===== src/rtl/xlat_pkg.sv =====
package xlat_pkg;

   typedef enum logic [1:0] {
      XS_IDLE = 2'd0,
      XS_BUSY = 2'd1,
      XS_FAIL = 2'd2
   } xlat_state_t;

   function automatic logic size_is_legal(input logic [2:0] nbytes);
      return (nbytes == 3'd1) || (nbytes == 3'd2) || (nbytes == 3'd4);
   endfunction

   function automatic logic [3:0] lanes_for_size(input logic [2:0] nbytes);
      case (nbytes)
         3'd1:    return 4'b0001;
         3'd2:    return 4'b0011;
         3'd4:    return 4'b1111;
         default: return 4'b0000;
      endcase
   endfunction

endpackage


===== src/rtl/xlat_window_map.sv =====
module xlat_window_map #(
   parameter int          CPU_AW   = 32,
   parameter logic [31:0] WIN_BASE = 32'h8000_0000,
   parameter int          WIN_LOG2 = 23,
   parameter int          IO_AW    = 16,
   parameter int          LOW_KEEP = 5,
   parameter int          PAGE_LOG2 = 12,
   parameter int          CONT_BITS = 16
) (
   input  logic [CPU_AW-1:0] addr,
   input  logic              sparse,
   output logic              in_win,
   output logic [IO_AW-1:0]  io_addr
);
   localparam int SHIFT   = PAGE_LOG2 - LOW_KEEP;
   localparam int HI_TOP  = 26;
   localparam int HI_LAST = HI_TOP - SHIFT;

   logic [WIN_LOG2-1:0] offs;
   logic [IO_AW-1:0]    cont_a;
   logic [IO_AW-1:0]    sparse_a;

   assign in_win = (addr[CPU_AW-1:WIN_LOG2] == WIN_BASE[CPU_AW-1:WIN_LOG2]);
   assign offs   = addr[WIN_LOG2-1:0];

   for (genvar i = 0; i < IO_AW; i++) begin : g_bit
      if (i < CONT_BITS && i < WIN_LOG2) begin : g_cont
         assign cont_a[i] = offs[i];
      end else begin : g_cont_zero
         assign cont_a[i] = 1'b0;
      end

      if (i < LOW_KEEP) begin : g_low
         assign sparse_a[i] = offs[i];
      end else if (i <= HI_LAST && (i + SHIFT) < WIN_LOG2) begin : g_page
         assign sparse_a[i] = offs[i+SHIFT];
      end else begin : g_sparse_zero
         assign sparse_a[i] = 1'b0;
      end
   end

   assign io_addr = sparse ? sparse_a : cont_a;

endmodule


===== src/rtl/xlat_mode_reg.sv =====
module xlat_mode_reg #(
   parameter int                 PORT_AW  = 16,
   parameter logic [PORT_AW-1:0] MODE_PORT = 16'h0850
) (
   input  logic               clk,
   input  logic               rst_n,
   input  logic               wr,
   input  logic [PORT_AW-1:0] port,
   input  logic [7:0]         wdata,
   output logic               sparse
);
   logic hit_port;

   assign hit_port = wr && (port == MODE_PORT);

   always_ff @(posedge clk or negedge rst_n) begin
      if (!rst_n) begin
         sparse <= 1'b0;
      end else if (hit_port) begin
         sparse <= wdata[0];
      end
   end

endmodule


===== src/rtl/xlat_req_stage.sv =====
module xlat_req_stage
   import xlat_pkg::*;
#(
   parameter int IO_AW = 16,
   parameter int DW    = 32,
   localparam int NB   = DW / 8
) (
   input  logic             clk,
   input  logic             rst_n,
   input  logic             claim,
   input  logic             we,
   input  logic [2:0]       nbytes,
   input  logic [DW-1:0]    wdata,
   input  logic [IO_AW-1:0] xaddr,
   input  logic             io_ready,
   output logic             io_req,
   output logic             io_we,
   output logic [IO_AW-1:0] io_addr,
   output logic [2:0]       io_size,
   output logic [NB-1:0]    io_be,
   output logic [DW-1:0]    io_wdata,
   output logic             done,
   output logic             fail
);
   xlat_state_t state, state_nx;
   logic        take;

   assign take = (state == XS_IDLE) && claim;

   always_comb begin
      state_nx = state;
      case (state)
         XS_IDLE: if (claim) state_nx = size_is_legal(nbytes) ? XS_BUSY : XS_FAIL;
         XS_BUSY: if (io_ready) state_nx = XS_IDLE;
         XS_FAIL: state_nx = XS_IDLE;
         default: state_nx = XS_IDLE;
      endcase
   end

   always_ff @(posedge clk or negedge rst_n) begin
      if (!rst_n) begin
         state <= XS_IDLE;
      end else begin
         state <= state_nx;
      end
   end

   always_ff @(posedge clk or negedge rst_n) begin
      if (!rst_n) begin
         io_we    <= 1'b0;
         io_addr  <= '0;
         io_size  <= '0;
         io_be    <= '0;
         io_wdata <= '0;
      end else if (take && size_is_legal(nbytes)) begin
         io_we    <= we;
         io_addr  <= xaddr;
         io_size  <= nbytes;
         io_be    <= NB'(lanes_for_size(nbytes));
         io_wdata <= wdata;
      end
   end

   assign io_req = (state == XS_BUSY);
   assign done   = ((state == XS_BUSY) && io_ready) || (state == XS_FAIL);
   assign fail   = (state == XS_FAIL);

endmodule


===== src/rtl/io_window_xlat.sv =====
module io_window_xlat #(
   parameter int                 CPU_AW    = 32,
   parameter logic [31:0]        WIN_BASE  = 32'h8000_0000,
   parameter int                 WIN_LOG2  = 23,
   parameter int                 IO_AW     = 16,
   parameter int                 DW        = 32,
   parameter int                 PORT_AW   = 16,
   parameter logic [PORT_AW-1:0] MODE_PORT = 16'h0850,
   localparam int                NB        = DW / 8
) (
   input  logic               clk,
   input  logic               rst_n,
   input  logic               cpu_req,
   input  logic               cpu_we,
   input  logic [CPU_AW-1:0]  cpu_addr,
   input  logic [2:0]         cpu_size,
   input  logic [DW-1:0]      cpu_wdata,
   output logic               cpu_hit,
   output logic               cpu_ready,
   output logic               cpu_err,
   output logic [DW-1:0]      cpu_rdata,
   input  logic               cfg_wr,
   input  logic [PORT_AW-1:0] cfg_port,
   input  logic [7:0]         cfg_wdata,
   output logic               io_req,
   output logic               io_we,
   output logic [IO_AW-1:0]   io_addr,
   output logic [2:0]         io_size,
   output logic [NB-1:0]      io_be,
   output logic [DW-1:0]      io_wdata,
   input  logic               io_ready,
   input  logic [DW-1:0]      io_rdata
);
   if (DW != 32) begin : g_bad_dw
      $error("io_window_xlat: data path must be 32 bits wide");
   end
   if (WIN_LOG2 < 5 || WIN_LOG2 >= CPU_AW) begin : g_bad_win
      $error("io_window_xlat: window size out of range");
   end
   if (IO_AW < 16) begin : g_bad_io
      $error("io_window_xlat: I/O address narrower than 16 bits");
   end
   if (WIN_BASE[WIN_LOG2-1:0] != '0) begin : g_bad_base
      $error("io_window_xlat: window base not aligned to its size");
   end

   logic             in_win;
   logic             map_nc;
   logic [IO_AW-1:0] xaddr;
   logic             done;
   logic             fail;

   xlat_mode_reg #(
      .PORT_AW  (PORT_AW),
      .MODE_PORT(MODE_PORT)
   ) u_mode (
      .clk   (clk),
      .rst_n (rst_n),
      .wr    (cfg_wr),
      .port  (cfg_port),
      .wdata (cfg_wdata),
      .sparse(map_nc)
   );

   xlat_window_map #(
      .CPU_AW  (CPU_AW),
      .WIN_BASE(WIN_BASE),
      .WIN_LOG2(WIN_LOG2),
      .IO_AW   (IO_AW)
   ) u_map (
      .addr   (cpu_addr),
      .sparse (map_nc),
      .in_win (in_win),
      .io_addr(xaddr)
   );

   assign cpu_hit = cpu_req && in_win;

   xlat_req_stage #(
      .IO_AW(IO_AW),
      .DW   (DW)
   ) u_req (
      .clk     (clk),
      .rst_n   (rst_n),
      .claim   (cpu_hit),
      .we      (cpu_we),
      .nbytes  (cpu_size),
      .wdata   (cpu_wdata),
      .xaddr   (xaddr),
      .io_ready(io_ready),
      .io_req  (io_req),
      .io_we   (io_we),
      .io_addr (io_addr),
      .io_size (io_size),
      .io_be   (io_be),
      .io_wdata(io_wdata),
      .done    (done),
      .fail    (fail)
   );

   assign cpu_ready = done;
   assign cpu_err   = fail;
   assign cpu_rdata = (done && !fail) ? io_rdata : '0;

endmodule


===== config.mk =====
export PLATFORM = sky130hd
export DESIGN_NAME = io_window_xlat
export DESIGN_NICKNAME = d
export VERILOG_FILES = /design/src/rtl/xlat_pkg.sv /design/src/rtl/xlat_window_map.sv /design/src/rtl/xlat_mode_reg.sv /design/src/rtl/xlat_req_stage.sv /design/src/rtl/io_window_xlat.sv
export SDC_FILE = /design/constraint.sdc
export NUM_CORES = 1
export LEC_CHECK = 0
export ABC_AREA = 1
export BUFFER_PORTS_ARGS = -buffer_cell sky130_fd_sc_hd__buf_2
export CAP_MARGIN = 20
export CORE_ASPECT_RATIO = 1.1
export CORE_MARGIN = 3
export CORE_UTILIZATION = 40
export DETAILED_ROUTE_END_ITERATION = 10
export GPL_TIMING_DRIVEN = 0
export PLACE_DENSITY = 0.77
export SLEW_MARGIN = 40
export SYNTH_ARGS = -nofsm -noshare
export SYNTH_HDL_FRONTEND = slang
export SYNTH_SLANG_ARGS = --single-unit

===== constraint.sdc =====
create_clock -name clk -period 1.6 [get_ports clk]
set_clock_uncertainty 0.1 [all_clocks]
set_input_delay 0.24 -clock clk [delete_from_list [all_inputs] [get_ports clk]]
set_output_delay 0.24 -clock clk [all_outputs]
set_load 0.005 [all_outputs]

==> flow_metrics.env, run 1 <==
export IMPL_pre_cts_ws_ps=-86.0
export IMPL_worst_hold_path_type="in -> reg"
export IMPL_first_pass_iters=4
export IMPL_root_buffer="clkbuf_8"
export IMPL_layout_commonest_cell="buf_2"
export IMPL_slew_headroom_pct=50.9
export IMPL_yosys_area_top_type="dfrtp_1"
export IMPL_syn_cell_area_sq_um=2920
export IMPL_ant_nets=0
export IMPL_critPathMaxStageDelay_ps=440
export IMPL_placed_cell_area_sq_um=4090
export IMPL_core_area_sq_um=7050
export IMPL_cts_buffers=9
export IMPL_hold_slack_ps=50.8
export IMPL_start_kind="flip-flop"
export IMPL_dieWidth_microns=87.4
export IMPL_synth_cell_types=20
export IMPL_cp_max_fo=10
export IMPL_total_power_mw=3.19
export IMPL_max_freq_mhz=585
export IMPL_cp_required_ps=1260
export IMPL_ys_seq_elements=58
export IMPL_synth_nets=517
export IMPL_wire_per_inst_microns=13.6
export IMPL_power_density_nw_per_um2=708
export IMPL_grt_pass1_wl_mm=14.2
export IMPL_gp_congestion=0.815
export IMPL_antennaDiodeCount=0
export IMPL_clk_path_buf_depth=2
export IMPL_path_cells="nor2_4 > nand2_4 > buf_6 > nor2_1 > buf_2"
export IMPL_rsz0062_at_grt="true"
export IMPL_p_leak_nw=2.93
export IMPL_grt_use_total_pct=21.6
export IMPL_worstMarginPinSlew_ps=736
export IMPL_synth_top_area_share_pct=49.7
export IMPL_io_buffers=213
export IMPL_design_area_sq_um=4510
export IMPL_clock_sinks=58
export IMPL_critPathSlowestCell="dfrtp_2"
export IMPL_area_delta_synth_final_pct=54.6
export IMPL_critPathKind="reg -> out"
export IMPL_grt_pass1_vias=3204
export IMPL_slew_violations=0
export IMPL_cts_tree="yes"
export IMPL_grt_max_degree=59
export IMPL_io_pins=221
export IMPL_drc_errors=0
export IMPL_finalSetupViolations=32
export IMPL_rows=32
export IMPL_cts_htree_levels=3
export IMPL_seq_area_frac_synth_pct=49.7
export IMPL_yosys_warnings=0
export IMPL_worst_slack_ps=-110
export IMPL_antenna_found_initial=0
export IMPL_globalRouteOverflowTotal=0
export IMPL_routed_via_count=3461
export IMPL_final_cell_mix="buf_2 (215), nand2_1 (120), dfrtp_1 (57), nand4_1 (54), inv_1 (46)"
export IMPL_period_needed_ps=1710
export IMPL_clkTransAtPathRegs_ps=70
export IMPL_start_util_pct=41.4
export IMPL_drt_iter0_drc=106
export IMPL_peakVddDrop_uv=490
export IMPL_hpwl_mm=7.44
export IMPL_die_y_microns=95.6
export IMPL_synth_avg_cell_area_sq_um=7.52
export IMPL_drt_total_wl_mm=9.78
export IMPL_drv_cap=0
export IMPL_violations="negative setup slack"
export IMPL_clock_latency_ps=330
export IMPL_synth_cells=388
export IMPL_synthTopCellsByArea="dfrtp_1 (50%), nand2_1 (16%), nand4_1 (12%)"
export IMPL_finalHoldViolations=0
export IMPL_drive_above_1_share_pct=43.8
export IMPL_num_nets_final=757
export IMPL_final_setup_tns_ps=-2520
export IMPL_outcome="finished, violations left"
export IMPL_period_share_pct=107
export IMPL_arrival_ps=1370
export IMPL_routed_via_density=4.82
export IMPL_dieArea_sq_um=8360
export IMPL_endpoint_kind="primary output"
-- area by class of cell --
class	instances	area, sq um
clock buffer	12	155
clock inverter	4	50.0
tap	85	106
timing repair buffer	229	1190
fill	669	2540
buffer	27	181
sequential	58	1450
multi-input combinational	254	1190
inverter	49	184
-- sequential cells by signal (all words and copies together) (netlist names) --
register,flops
u_req.state,2
u_req.io_size,3
u_req.io_be,3
u_req.io_addr,16
u_req.io_wdata,32
u_req.io_we,1
u_mode.sparse,1
-- layer usage --
metal	track usage [%]	vias up	share of wire, %
met3	3.28	19	7.7
met4	10.1	0	2.6
met5	0	-	0
met1	24.0	1568	37
met2	39.9	156	53
li1	-	1718	-
-- logic make-up after synthesis --
logic type | after synthesis | synth area share, %
AND/OR/NAND/NOR | 240 | 36.6
buffers and inverters | 76 | 11.2
flip-flops | 58 | 49.7
AO/OA/AOI/OAI | 14 | 2.49
-- worst paths after layout --
path | start | endpoint | slack, ps | cells past startpoint
worst min-delay path | cpu_wdata[20] | u_req.io_wdata[20] | 50 | 3
min in group asynchronous | rst_n | u_req.io_wdata[11] | 400 | 2
worst min register to register | u_req.io_addr[10] | u_req.io_addr[10] | 370 | 2
max in group asynchronous | rst_n | u_req.state[1] | 470 | 2
worst max-delay path | u_req.state[1] | cpu_rdata[8] | -110 | 5
worst max register to register | u_req.state[1] | u_req.io_wdata[15] | 80 | 6
-- through the flow --
step / utilization, % / cells
3_5_place_dp: 58.1 / 686
3_3_place_gp: 58.0 / 686
6_report: 64.0 / 718
2_1_floorplan: - / 388
5_1_grt: 64.0 / 718
4_1_cts: 62.1 / 708
-- worst max-delay path: cells and delay by family (launching register included) --
kind	cells	cell delay (ps)
flip-flops	1	440
buffers and inverters	2	270
AND/OR/NAND/NOR	3	320
-- Yosys cell counts --
cell,n
a21oi_1,5
buf_1,1
buf_2,3
buf_4,2
buf_6,4
clkbuf_1,17
dfrtp_1,58
inv_1,47
inv_2,2
nand2_1,121
nand3_1,8
nand3_2,1
nand3b_1,1
nand4_1,54
nor2_1,52
nor2_2,1
nor2_4,1
nor3_1,1
o21ai_0,8
o31ai_1,1
-- timing repair --
action	4_1_cts	5_1_grt
endpoints found under the setup margin	77	89
hold endpoints to repair	59	0
hold buffers	2	0
buffers inserted	4	9
gates cloned	0	1
pin swaps	2	4
resized for setup	13	25
-- report_power, final --
| part | switching [mW] | internal [mW] | total, mW |
|---|---|---|---|
| combinational | 0.164 | 0.148 | 0.312 |
| sequential | 0.00780 | 1.48 | 1.49 |
| clock | 0.591 | 0.802 | 1.39 |
Power figures use the tool's default switching activity.
==> inputs of run 2 (changes only) <==
--- a/config.mk
+++ b/config.mk
@@ -10,11 +10,12 @@
 export CAP_MARGIN = 20
 export CORE_ASPECT_RATIO = 1.1
 export CORE_MARGIN = 3
-export CORE_UTILIZATION = 40
+export CORE_UTILIZATION = 41
 export DETAILED_ROUTE_END_ITERATION = 10
 export GPL_TIMING_DRIVEN = 0
-export PLACE_DENSITY = 0.77
+export PLACE_DENSITY = 0.78
 export SLEW_MARGIN = 40
 export SYNTH_ARGS = -nofsm -noshare
 export SYNTH_HDL_FRONTEND = slang
+export SYNTH_HIERARCHICAL = 1
 export SYNTH_SLANG_ARGS = --single-unit
==> run 2 against run 1 <==
The run still ends with negative setup slack left. Area after synthesis is 3.7% higher. Register-to-register slack better by 20 ps. Power is 4.9% lower. Cell area is 2.0% higher. First-iteration DRC count is 40% lower. Largest power group unchanged. Critical path type unchanged. Wire length is 5.7% lower. Maximum frequency is 8.1% lower. Sequential power hardly changed. Critical endpoint is now cpu_rdata[24].
==> flow_metrics.env, run 2 <==
export IMPL_period_needed_ps=1860
export IMPL_cp_max_fo=7
export IMPL_synthTopCellsByArea="dfrtp_1 (48%), nand2_1 (16%), nand3_1 (8.9%)"
export IMPL_wire_per_inst_microns=13.0
export IMPL_synth_avg_cell_area_sq_um=7.74
export IMPL_synth_cells=391
export IMPL_gp_congestion=0.847
export IMPL_grt_use_total_pct=20.4
export IMPL_synth_cell_types=19
export IMPL_cts_htree_levels=3
export IMPL_globalRouteOverflowTotal=0
export IMPL_clk_path_buf_depth=2
export IMPL_drt_iter0_drc=64
export IMPL_io_pins=221
export IMPL_finalHoldViolations=0
export IMPL_outcome="finished, violations left"
export IMPL_endpoint_kind="primary output"
export IMPL_peakVddDrop_uv=455
export IMPL_critical_path_top_delay_family="flip-flops"
export IMPL_ant_nets=0
export IMPL_synth_edf_count=0
export IMPL_start_util_pct=42.7
export IMPL_max_freq_mhz=537
export IMPL_finalSetupViolations=33
export IMPL_grt_max_degree=59
export IMPL_synth_nets=520
export IMPL_cts_tree="yes"
export IMPL_rows=32
export IMPL_critPathMaxStageDelay_ps=420
export IMPL_antenna_found_initial=0
export IMPL_final_cell_mix="buf_2 (215), nand2_1 (127), dfrtp_1 (57), nand3_1 (54), inv_1 (48)"
export IMPL_worst_slack_ps=-261
export IMPL_layout_commonest_cell="buf_2"
export IMPL_design_area_sq_um=4600
export IMPL_grt_pass1_wl_mm=13.3
export IMPL_hpwl_mm=6.92
export IMPL_synthFlopType="dfrtp_1"
export IMPL_routed_via_density=4.57
export IMPL_core_area_sq_um=7090
export IMPL_yosysMostFrequentCell="nand2_1"
export IMPL_seq_area_frac_synth_pct=48.0
export IMPL_num_nets_final=749
export IMPL_slew_headroom_pct=51.2
export IMPL_placed_cell_area_sq_um=4180
export IMPL_ys_seq_elements=58
export IMPL_yosys_warnings=6
export IMPL_die_y_microns=96.1
export IMPL_dieWidth_microns=87.9
export IMPL_critPathKind="reg -> out"
export IMPL_clock_sinks=58
export IMPL_synth_top_area_share_pct=48.0
export IMPL_path_cells="nand2_2 > inv_2 > nand2_2 > o21ai_4 > nand2_4 > buf_8 > nor2_2 > buf_2"
export IMPL_reg_largest_list="u_req/io_wdata: 32 flops, u_req/io_addr: 16 flops"
export IMPL_period_share_pct=116
export IMPL_pre_cts_ws_ps=-184
export IMPL_total_power_mw=3.04
export IMPL_cp_buffers_inverters=3
export IMPL_arrival_ps=1520
export IMPL_io_buffers=208
export IMPL_start_kind="flip-flop"
export IMPL_antennaDiodeCount=0
export IMPL_routed_via_count=3248
export IMPL_clock_latency_ps=320
export IMPL_dieArea_sq_um=8450
export IMPL_largest_reg_flops=32
export IMPL_drive_above_1_share_pct=48.8
export IMPL_synth_common_cells="nand2_1 (129), dfrtp_1 (58), nand3_1 (54)"
export IMPL_syn_cell_area_sq_um=3030
export IMPL_power_density_nw_per_um2=660
export IMPL_yosys_area_top_type="dfrtp_1"
export IMPL_violations="negative setup slack"
export IMPL_drc_errors=0
export IMPL_slew_violations=0
export IMPL_worstMarginPinSlew_ps=732
export IMPL_p_leak_nw=2.95
export IMPL_cts_buffers=9
export IMPL_drv_cap=0
export IMPL_largest_register="u_req/io_wdata"
export IMPL_fillCellCount=625
export IMPL_drt_total_wl_mm=9.23
export IMPL_area_delta_synth_final_pct=52.0
export IMPL_synthArstFlopShare_pct=100
export IMPL_clkTransAtPathRegs_ps=80
export IMPL_critPathMostFrequentCell="nand2_2"
export IMPL_grt_pass1_vias=2945
export IMPL_hold_slack_ps=35.8
export IMPL_cp_required_ps=1260
export IMPL_rsz0062_at_grt="true"
export IMPL_root_buffer="clkbuf_8"
export IMPL_worst_hold_path_type="in -> reg"
export IMPL_critPathSlowestCell="dfrtp_2"
export IMPL_first_pass_iters=4
[run 2: cell count changes after synthesis, sizes merged, moves of 2 or more]
cell | before | now
buf | 10 | 26
clkbuf | 17 | 0
nand2 | 121 | 131
nand3 | 9 | 55
o21ai | 8 | 10
nand4 | 54 | 1
[run 2: final timing paths]
path / from / to / slack [ps] / depth (start not counted)
min in group asynchronous: rst_n / u_req/io_wdata[9] / 440 / 2
worst max register to register: u_req/state[1] / u_req/io_wdata[26] / 100 / 8
worst max-delay path: u_req/state[0] / cpu_rdata[24] / -260 / 8
worst min-delay path: cpu_wdata[18] / u_req/io_wdata[18] / 40 / 3
worst min register to register: u_req/io_addr[2] / u_req/io_addr[2] / 370 / 2
max in group asynchronous: rst_n / u_req/state[0] / 420 / 2
[run 2: cell families after synthesis]
group | share of synthesized area, %
and+or+nand+nor | 36.3
AOI/OAI and AO/OA | 2.56
buffers and inverters | 13.1
DFF | 48.0
[run 2: stage by stage]
step	TNS, ps	cells	util (%)
after floorplan	0	391	-
final	-7960	710	64.9
after global routing	-11520	710	64.9
after global placement	-6970	684	58.9
after CTS	-7880	706	62.9
after detailed placement	-8890	684	58.9
[run 2: per-layer routing]
metal / up-vias / wire (microns) / global-route usage, %
li1: 1645 / - / -
met1: 1437 / 3440 / 22.9
met2: 154 / 4620 / 35.4
met3: 12 / 1030 / 6.68
met4: 0 / 136 / 8.44
met5: - / 0 / 0
[run 2: tightest hold or removal path: stages]
cell	delay [ps]
buf_2	70
nand3_1	60
nand2_1	60
[run 2: layout make-up]
type / count / area (sq um) / area share [%]
Timing Repair Buffer: 218 / 1180 / 25.6
Tap cell: 85 / 106 / 2.31
Clock inverter: 6 / 42.5 / 0.925
Sequential cell: 58 / 1450 / 31.6
Inverter: 50 / 188 / 4.08
Multi-Input combinational cell: 257 / 1270 / 27.6
Buffer: 26 / 226 / 4.92
Clock buffer: 10 / 138 / 2.99
[run 2: power breakdown]
group	total (mW)	internal (mW)	leakage, nW	switching, mW
registers	1.49	1.48	0.802	0.00752
logic	0.336	0.160	2.06	0.176
clock network	1.21	0.603	0.0882	0.609
[run 2: what timing repair did]
action / CTS / global route
endpoints found under the setup margin: 32 / 86
pin swaps: 2 / 2
cloned: 1 / 1
gates resized for setup: 11 / 17
endpoints found under the hold margin: 58 / 0
hold buffers: 1 / 0
setup buffers: 4 / 3
